### src/rtl/src_align_pkg.sv
package src_align_pkg;
   typedef enum logic [1:0] {
      ST_IDLE  = 2'd0,
      ST_PRIME = 2'd1,
      ST_MAIN  = 2'd2
   } aln_state_e;
endpackage

### src/rtl/aligner_shiftbuf.sv
// Two-word shift buffer with direction-dependent fill and skewed extraction.
module aligner_shiftbuf #(
   parameter int DATA_W = 16,
   parameter int SKW_W  = 4
) (
   input  logic              clk,
   input  logic              rst_n,
   input  logic              step_en,
   input  logic              fill_en,
   input  logic              dir_neg,
   input  logic [DATA_W-1:0] fill_data,
   input  logic [SKW_W-1:0]  skew,
   output logic [DATA_W-1:0] word_out
);
   localparam int BUF_W = 2 * DATA_W;

   if (DATA_W != (1 << SKW_W)) begin : g_bad_skew
      $error("aligner_shiftbuf: skew width must address every bit of a word");
   end

   logic [BUF_W-1:0] buf_q;
   logic [BUF_W-1:0] shifted;
   logic [BUF_W-1:0] placed;

   always_comb begin
      if (dir_neg) begin
         shifted = buf_q >> DATA_W;
         placed  = {fill_data, {DATA_W{1'b0}}};
      end else begin
         shifted = buf_q << DATA_W;
         placed  = {{DATA_W{1'b0}}, fill_data};
      end
   end

   always_ff @(posedge clk or negedge rst_n) begin
      if (!rst_n)       buf_q <= '0;
      else if (step_en) buf_q <= shifted | (fill_en ? placed : '0);
   end

   logic [BUF_W-1:0] skewed;
   assign skewed   = buf_q >> skew;
   assign word_out = skewed[DATA_W-1:0];
endmodule

### src/rtl/aligner_addrgen.sv
// Source address and per-line word counter.
module aligner_addrgen #(
   parameter int ADDR_W = 24,
   parameter int INC_W  = 16,
   parameter int CNT_W  = 17
) (
   input  logic              clk,
   input  logic              rst_n,
   input  logic              load,
   input  logic [ADDR_W-1:0] load_addr,
   input  logic [INC_W-1:0]  xinc,
   input  logic [INC_W-1:0]  yinc,
   input  logic              reload,
   input  logic [CNT_W-1:0]  reload_cnt,
   input  logic              step,
   output logic [ADDR_W-1:0] addr
);
   if (ADDR_W < 2 || INC_W < 2) begin : g_bad_w
      $error("aligner_addrgen: address and increment need at least two bits");
   end

   logic [ADDR_W-1:0] x_ext, y_ext;

   if (ADDR_W > INC_W) begin : g_sext
      assign x_ext = {{(ADDR_W-INC_W){xinc[INC_W-1]}}, xinc[INC_W-1:1], 1'b0};
      assign y_ext = {{(ADDR_W-INC_W){yinc[INC_W-1]}}, yinc[INC_W-1:1], 1'b0};
   end else begin : g_trunc
      assign x_ext = {xinc[ADDR_W-1:1], 1'b0};
      assign y_ext = {yinc[ADDR_W-1:1], 1'b0};
   end

   logic [CNT_W-1:0] cnt_q;
   logic             at_last;
   assign at_last = (cnt_q == CNT_W'(1));

   always_ff @(posedge clk or negedge rst_n) begin
      if (!rst_n) begin
         addr  <= '0;
         cnt_q <= '0;
      end else begin
         if (load)        addr <= {load_addr[ADDR_W-1:1], 1'b0};
         else if (step)   addr <= addr + (at_last ? y_ext : x_ext);
         if (reload)      cnt_q <= reload_cnt;
         else if (step && !at_last) cnt_q <= cnt_q - CNT_W'(1);
      end
   end
endmodule

### src/rtl/src_aligner.sv
module src_aligner #(
   parameter int ADDR_W = 24,
   parameter int DATA_W = 16,
   parameter int INC_W  = 16,
   parameter int WCNT_W = 16,
   parameter int SKW_W  = 4
) (
   input  logic              clk,
   input  logic              rst_n,
   input  logic [SKW_W-1:0]  cfg_skew,
   input  logic              cfg_prime,
   input  logic              cfg_nofinal,
   input  logic [INC_W-1:0]  cfg_xinc,
   input  logic [INC_W-1:0]  cfg_yinc,
   input  logic [WCNT_W-1:0] cfg_dst_words,
   input  logic              addr_load,
   input  logic [ADDR_W-1:0] addr_in,
   input  logic              word_req,
   input  logic              word_first,
   input  logic              word_last,
   input  logic              word_adv,
   output logic [DATA_W-1:0] src_word,
   output logic              src_valid,
   output logic              busy,
   output logic              mem_req,
   output logic [ADDR_W-1:0] mem_addr,
   input  logic              mem_gnt,
   input  logic [DATA_W-1:0] mem_rdata
);
   import src_align_pkg::*;

   localparam int CNT_W = WCNT_W + 1;

   aln_state_e st_q;
   logic       have_q;
   logic       skip_q;
   logic       start;
   logic       step_en, fill_en;
   logic [CNT_W-1:0] line_cnt;

   assign start    = (st_q == ST_IDLE) && word_req && !have_q;
   assign line_cnt = {1'b0, cfg_dst_words} + CNT_W'(cfg_prime) - CNT_W'(cfg_nofinal);

   always_comb begin
      mem_req = 1'b0;
      step_en = 1'b0;
      fill_en = 1'b0;
      unique case (st_q)
         ST_PRIME: begin
            mem_req = 1'b1;
            step_en = mem_gnt;
            fill_en = 1'b1;
         end
         ST_MAIN: begin
            mem_req = !skip_q;
            step_en = skip_q || mem_gnt;
            fill_en = !skip_q;
         end
         default: ;
      endcase
   end

   always_ff @(posedge clk or negedge rst_n) begin
      if (!rst_n) begin
         st_q   <= ST_IDLE;
         have_q <= 1'b0;
         skip_q <= 1'b0;
      end else begin
         unique case (st_q)
            ST_IDLE: if (start) begin
               skip_q <= word_last && cfg_nofinal;
               st_q   <= (word_first && cfg_prime) ? ST_PRIME : ST_MAIN;
            end
            ST_PRIME: if (mem_gnt) st_q <= ST_MAIN;
            ST_MAIN: if (step_en) begin
               st_q   <= ST_IDLE;
               have_q <= 1'b1;
            end
            default: st_q <= ST_IDLE;
         endcase
         if (word_adv && have_q) have_q <= 1'b0;
      end
   end

   aligner_shiftbuf #(.DATA_W(DATA_W), .SKW_W(SKW_W)) i_buf (
      .clk      (clk),
      .rst_n    (rst_n),
      .step_en  (step_en),
      .fill_en  (fill_en),
      .dir_neg  (cfg_xinc[INC_W-1]),
      .fill_data(mem_rdata),
      .skew     (cfg_skew),
      .word_out (src_word)
   );

   aligner_addrgen #(.ADDR_W(ADDR_W), .INC_W(INC_W), .CNT_W(CNT_W)) i_addr (
      .clk       (clk),
      .rst_n     (rst_n),
      .load      (addr_load),
      .load_addr (addr_in),
      .xinc      (cfg_xinc),
      .yinc      (cfg_yinc),
      .reload    (start && word_first),
      .reload_cnt(line_cnt),
      .step      (step_en && fill_en),
      .addr      (mem_addr)
   );

   assign src_valid = have_q;
   assign busy      = (st_q != ST_IDLE);
endmodule

### config.mk
export PLATFORM = sky130hd
export DESIGN_NAME = src_aligner
export DESIGN_NICKNAME = d
export VERILOG_FILES = /design/src/rtl/src_align_pkg.sv /design/src/rtl/aligner_shiftbuf.sv /design/src/rtl/aligner_addrgen.sv /design/src/rtl/src_aligner.sv
export SDC_FILE = /design/constraint.sdc
export NUM_CORES = 1
export LEC_CHECK = 0
export ABC_AREA = 1
export CORE_MARGIN = 2
export CORE_UTILIZATION = 54
export CTS_BUF_LIST = sky130_fd_sc_hd__clkbuf_16
export CTS_CLUSTER_DIAMETER = 150
export CTS_CLUSTER_SIZE = 24
export DETAILED_ROUTE_END_ITERATION = 10
export GPL_TIMING_DRIVEN = 0
export HOLD_SLACK_MARGIN = 0.1
export PLACE_DENSITY = 0.79
export REMOVE_ABC_BUFFERS = 1
export SLEW_MARGIN = 20
export SYNTH_ARGS = -nofsm -noshare
export SYNTH_HDL_FRONTEND = slang
export SYNTH_SLANG_ARGS = --single-unit
### constraint.sdc
create_clock -name clk -period 2.9 [get_ports clk]
set_input_delay 0.58 -clock clk [delete_from_list [all_inputs] [get_ports clk]]
set_output_delay 0.58 -clock clk [all_outputs]
set_load 0.05 [all_outputs]
==> flow_summary_export.csv <==
group,metric,value,unit
global_routing,antenna_found_initial,0,
global_routing,grt_overflow_total,0,
placed_design,dpl.hpwl,16300,um
worst_setup_path,critPathKind,"reg2reg",
synthesis,synthArstFlopShare,100,%
layout,fin_nets,1549,
worst_setup_path,critical_path.startpoint_type,"register",
synthesis,synthMuxAreaShare,1.17,%
timing,grt_setup_unrepaired,"yes",
layout,instances_no_fill,1581,
clocking,tritoncts,"built",
detailed_routing,wirelength,25400,um
clocking,cts_hold_repair.buffers,0,
die,placementRows,43,
synthesis,ys.warnings.count,0,
layout,register_area,1900,um2
die,die_area,15200,um2
timing,hold_viol_final,0,
status,failed_checks,"setup timing",
clocking,clk-insertion-delay-late,0.35,ns
worst_setup_path,crit_path_max_fanout,7,
placed_design,finalWeightedCongestion,0.888,
synthesis,synthXorXnorAreaFrac,1.60,%
clocking,cts.htree.levels,3,
worst_setup_path,setup.worst_path.end_class,"register",
layout,antenna_cells_inserted,0,
worst_setup_path,worst-r2r-cell-count,20,
power,switchingPower,0.00465,W
die,floorplan.io_pins,145,
detailed_routing,first_pass_iters,6,
layout,share_of_cells_above_drive_strength_1,16.3,%
worst_setup_path,timing.rr.end,"i_addr.addr[21]",
clocking,worst_setup_hold_path_clk_slew,0.06,ns
synthesis,ys_seq_area_share,24.8,%
worst_setup_path,cp_top_family,"simple AND/OR/NAND/NOR gates",
power,cell_internal_pwr,0.00443,W
synthesis,prevailing_post_synth_register_cell,"sky130_fd_sc_hd__dfrtp_1",
clocking,cts_buffers,9,
worst_setup_path,regToRegSetupSlack,-0.01,ns
timing,min_period_over_period,100,%
worst_setup_path,cp_num_cells,20,
placed_design,dpl.cell_count,1534,
synthesis,netlist-cell-type-count,45,
synthesis,syn-instance-count,1259,
detailed_routing,wl_per_cell,16.1,um
power,powerDensity,858,nW/um2
min_path,worstHoldPathType,"in2async",
clocking,cts-root-buf,"sky130_fd_sc_hd__clkbuf_16",
timing,worst_pin_slew,0.941,ns
clocking,cts_sinks,76,
layout,fillerInstances,1107,
worst_setup_path,worst_path_max_delay_cell,"sky130_fd_sc_hd__dfrtp_1",
synthesis,synth_fa_ha_area_share,8.19,%
global_routing,global_routing_usage_summed_across_all_routing_layers,30.2,%
worst_setup_path,reg2reg_from,"i_addr.cnt_q[1]",
detailed_routing,total_via_count_in_the_routed_design,9049,
detailed_routing,detail-route-antenna-nets,0,
timing,worst_slew_margin_rel,37.2,%
power,p_leak,4.92,nW
timing,post-route-min-period,2.91,ns
timing,fmax,0.343,GHz
worst_setup_path,critical_path.cell_chain,"inv_2 -> ha_4 -> inv_2 -> nor2_1 -> nand2_1 -> nor2_4 -> nand2_8 -> buf_6 -> nand2_8 -> nand2_8 -> ha_4 -> nand2_2 -> inv_1 -> nand2_1 -> nor2_2 -> nand4_1 -> nand4_1 -> nand3_1 -> nand2_1 -> nand2_1",
power,switching_share,51.2,%
timing,post_route_setup_slack,-0.0143,ns
power,pwr-share-clk,14.5,%
die,fp.dieW,123,um
synthesis,syn_area,7670,um2
flow_run,cap_violations,0,
synthesis,synth-simple-area-share,34.6,%
synthesis,synth_top_family_by_area,"simple AND/OR/NAND/NOR gates",
power,pwr-share-seq,22.3,%
global_routing,first_global_vias,7642,
layout,layout.cells.most_common_list,"sky130_fd_sc_hd__nand2_1 (341), sky130_fd_sc_hd__inv_1 (141), sky130_fd_sc_hd__clkdlybuf4s50_1 (117)",
timing,setup_viol_count_final,1,
layout,area_growth,37.9,%
power,combinationalPowerShare,63.2,%
worst_setup_path,cpPeakStageDelay,0.38,ns
layout,multiInputGateArea,5820,um2
synthesis,postSynthAreaPerCell,6.09,um2
timing,setup_tns,-0.0143,ns
worst_setup_path,critical_path_buf_inv_count,4,
synthesis,synth_compound_gate_area_share,18.9,%
clocking,cts_buffer_depth,2,
placed_design,portBuffers,140,
power,vdd_drop_max,0.354,mV
timing,final.setup_skew,0.00769,ns
detailed_routing,routed_via_density,5.72,
status,run_status,"finished with violations",
detailed_routing,drc_violations_left,0,
die,chipHeight,123,um
die,effective_utilization_at_floorplan,55.3,%
detailed_routing,drtIter0Drc,929,
layout,most_frequent_standard_cell_in_the_layout_excluding_fill_and_tap_cells,"sky130_fd_sc_hd__nand2_1",
timing,slew_viol_final,0,
global_routing,grt_max_degree,52,
worst_setup_path,dominant_cell_type_by_count_on_the_critical_path,"sky130_fd_sc_hd__nand2_1",
die,core_region_area,13900,um2
synthesis,synth.ff_latch_count,76,
global_routing,grt_pass1_wl,36500,um
worst_setup_path,crit_required,3.14,ns
worst_setup_path,crit_arrival,3.16,ns
synthesis,synth-edff-count,0,
## sequential cells by signal (all words and copies together), names as in the netlist
| signal | cells |
|---|---|
| i_buf.buf_q | 32 |
| i_addr.addr | 23 |
| skip_q | 1 |
| src_valid | 1 |
| i_addr.cnt_q | 17 |
| st_q | 2 |
## power by group through the flow
stage	logic (W)	clock network, W	registers, W
finish	0.00574	0.00132	0.00202
floorplan	0.00309	0	0.00225
CTS	0.00499	0.00132	0.00197
global placement	0.00468	0	0.00195
global route	0.00625	0.00135	0.00208
detailed placement	0.00478	0	0.00196
## final cells by class
type / instances / area share, %
Inverter: 161 / 6.11
Clock inverter: 5 / 0.970
Multi-Input combinational cell: 978 / 55.0
Clock buffer: 9 / 2.13
Timing Repair Buffer: 168 / 15.4
Tap cell: 180 / 2.13
Sequential cell: 76 / 18.0
Timing Repair inverter: 4 / 0.260
## worst max-delay path by stage
stage                         start         endpoint  slack (ns)
floorplan               cfg_skew[0]      src_word[1]       -0.03
global placement        cfg_skew[0]     src_word[15]       -2.11
detailed placement      cfg_skew[1]      src_word[4]       -1.24
CTS                 i_addr.cnt_q[1]  i_addr.addr[23]       0.003
global route        i_addr.cnt_q[1]  i_addr.addr[23]       -0.19
finish              i_addr.cnt_q[1]  i_addr.addr[21]       -0.01
## stage by stage
step                      power [W]  util [%]  setup WS [ns]  hold slack (ns)  area, um2
after floorplan             0.00534         -        -0.0259            0.284       7470
after global placement      0.00662      65.5          -2.11            0.498       9090
after detailed placement    0.00674      65.7          -1.24            0.502       9120
after CTS                   0.00828      70.8        0.00271            0.161       9820
after global routing        0.00968      76.2         -0.192            0.179      10600
final                       0.00908      76.2        -0.0143            0.155      10600
## layer usage
metal	part of all wire, %	global-route usage [%]
met5	0	0
met4	2.3	7.67
met3	7.3	4.34
met2	48	48.3
met1	43	42.8
## worst reg2reg max path, stage by stage, from the launching register on
cell                      delay (ns)
sky130_fd_sc_hd__dfrtp_1        0.38
sky130_fd_sc_hd__inv_2          0.08
sky130_fd_sc_hd__ha_4           0.12
sky130_fd_sc_hd__inv_2          0.03
sky130_fd_sc_hd__nor2_1         0.07
sky130_fd_sc_hd__nand2_1        0.10
sky130_fd_sc_hd__nor2_4         0.18
sky130_fd_sc_hd__nand2_8        0.14
sky130_fd_sc_hd__buf_6          0.17
sky130_fd_sc_hd__nand2_8        0.10
sky130_fd_sc_hd__nand2_8        0.12
sky130_fd_sc_hd__ha_4           0.34
sky130_fd_sc_hd__nand2_2        0.09
sky130_fd_sc_hd__inv_1          0.09
sky130_fd_sc_hd__nand2_1        0.11
sky130_fd_sc_hd__nor2_2         0.15
sky130_fd_sc_hd__nand4_1        0.17
sky130_fd_sc_hd__nand4_1        0.14
sky130_fd_sc_hd__nand3_1        0.10
sky130_fd_sc_hd__nand2_1        0.10
sky130_fd_sc_hd__nand2_1        0.05
## cells by family (layout without fill, tap and decap cells)
| family | after synthesis | in the layout |
|---|---|---|
| adder cells (fa/ha/maj) | 49 | 49 |
| flip-flops | 76 | 76 |
| AO/OA/AOI/OAI | 261 | 262 |
| buffers and inverters | 207 | 347 |
| multiplexers | 9 | 9 |
| AND/OR/NAND/NOR | 642 | 643 |
| XOR/XNOR | 14 | 14 |
| other | 1 | 1 |
## Yosys cell counts (2+ instances only)
| library cell | count | area share (%) |
|---|---|---|
| sky130_fd_sc_hd__nand2_1 | 388 | 19 |
| sky130_fd_sc_hd__inv_1 | 150 | 7.3 |
| sky130_fd_sc_hd__nor2_1 | 122 | 6.0 |
| sky130_fd_sc_hd__o21ai_0 | 97 | 6.3 |
| sky130_fd_sc_hd__a21oi_1 | 94 | 6.1 |
| sky130_fd_sc_hd__nand3_1 | 92 | 6.0 |
| sky130_fd_sc_hd__dfrtp_1 | 76 | 25 |
| sky130_fd_sc_hd__ha_1 | 47 | 7.7 |
| sky130_fd_sc_hd__clkbuf_1 | 27 | 1.3 |
| sky130_fd_sc_hd__a31oi_1 | 15 | 1.2 |
| sky130_fd_sc_hd__buf_2 | 12 | 0.78 |
| sky130_fd_sc_hd__a22oi_1 | 10 | 0.98 |
| sky130_fd_sc_hd__mux2i_1 | 9 | 1.2 |
| sky130_fd_sc_hd__nand4_1 | 8 | 0.65 |
| sky130_fd_sc_hd__o211ai_1 | 8 | 0.78 |
| sky130_fd_sc_hd__o22ai_1 | 8 | 0.65 |
| sky130_fd_sc_hd__xor2_1 | 8 | 0.91 |
| sky130_fd_sc_hd__inv_2 | 7 | 0.34 |
| sky130_fd_sc_hd__nand3b_1 | 7 | 0.69 |
| sky130_fd_sc_hd__o21a_1 | 7 | 0.69 |
| sky130_fd_sc_hd__nor3_1 | 6 | 0.39 |
| sky130_fd_sc_hd__o21bai_1 | 6 | 0.59 |
| sky130_fd_sc_hd__xnor2_1 | 6 | 0.69 |
| sky130_fd_sc_hd__o21ai_1 | 5 | 0.33 |
| sky130_fd_sc_hd__a21oi_2 | 4 | 0.46 |
| sky130_fd_sc_hd__buf_1 | 4 | 0.20 |
| sky130_fd_sc_hd__nand2_2 | 4 | 0.33 |
| sky130_fd_sc_hd__o221ai_1 | 4 | 0.46 |
| sky130_fd_sc_hd__or2_2 | 4 | 0.33 |
| sky130_fd_sc_hd__nand2_4 | 3 | 0.44 |
| sky130_fd_sc_hd__nor2_4 | 3 | 0.44 |
| sky130_fd_sc_hd__buf_4 | 2 | 0.20 |
| sky130_fd_sc_hd__clkinv_1 | 2 | 0.098 |
| sky130_fd_sc_hd__fa_1 | 2 | 0.52 |
| sky130_fd_sc_hd__nor4_1 | 2 | 0.16 |
## repair_timing
action / CTS / global route
endpoints found under the setup margin: 47 / 38
pin swaps: 8 / 62
endpoints found under the hold margin: 0 / 0
gates cloned: 5 / 1
setup buffers: 14 / 13
resized for setup: 107 / 178
No activity file was read; power rests on OpenSTA's default activity.
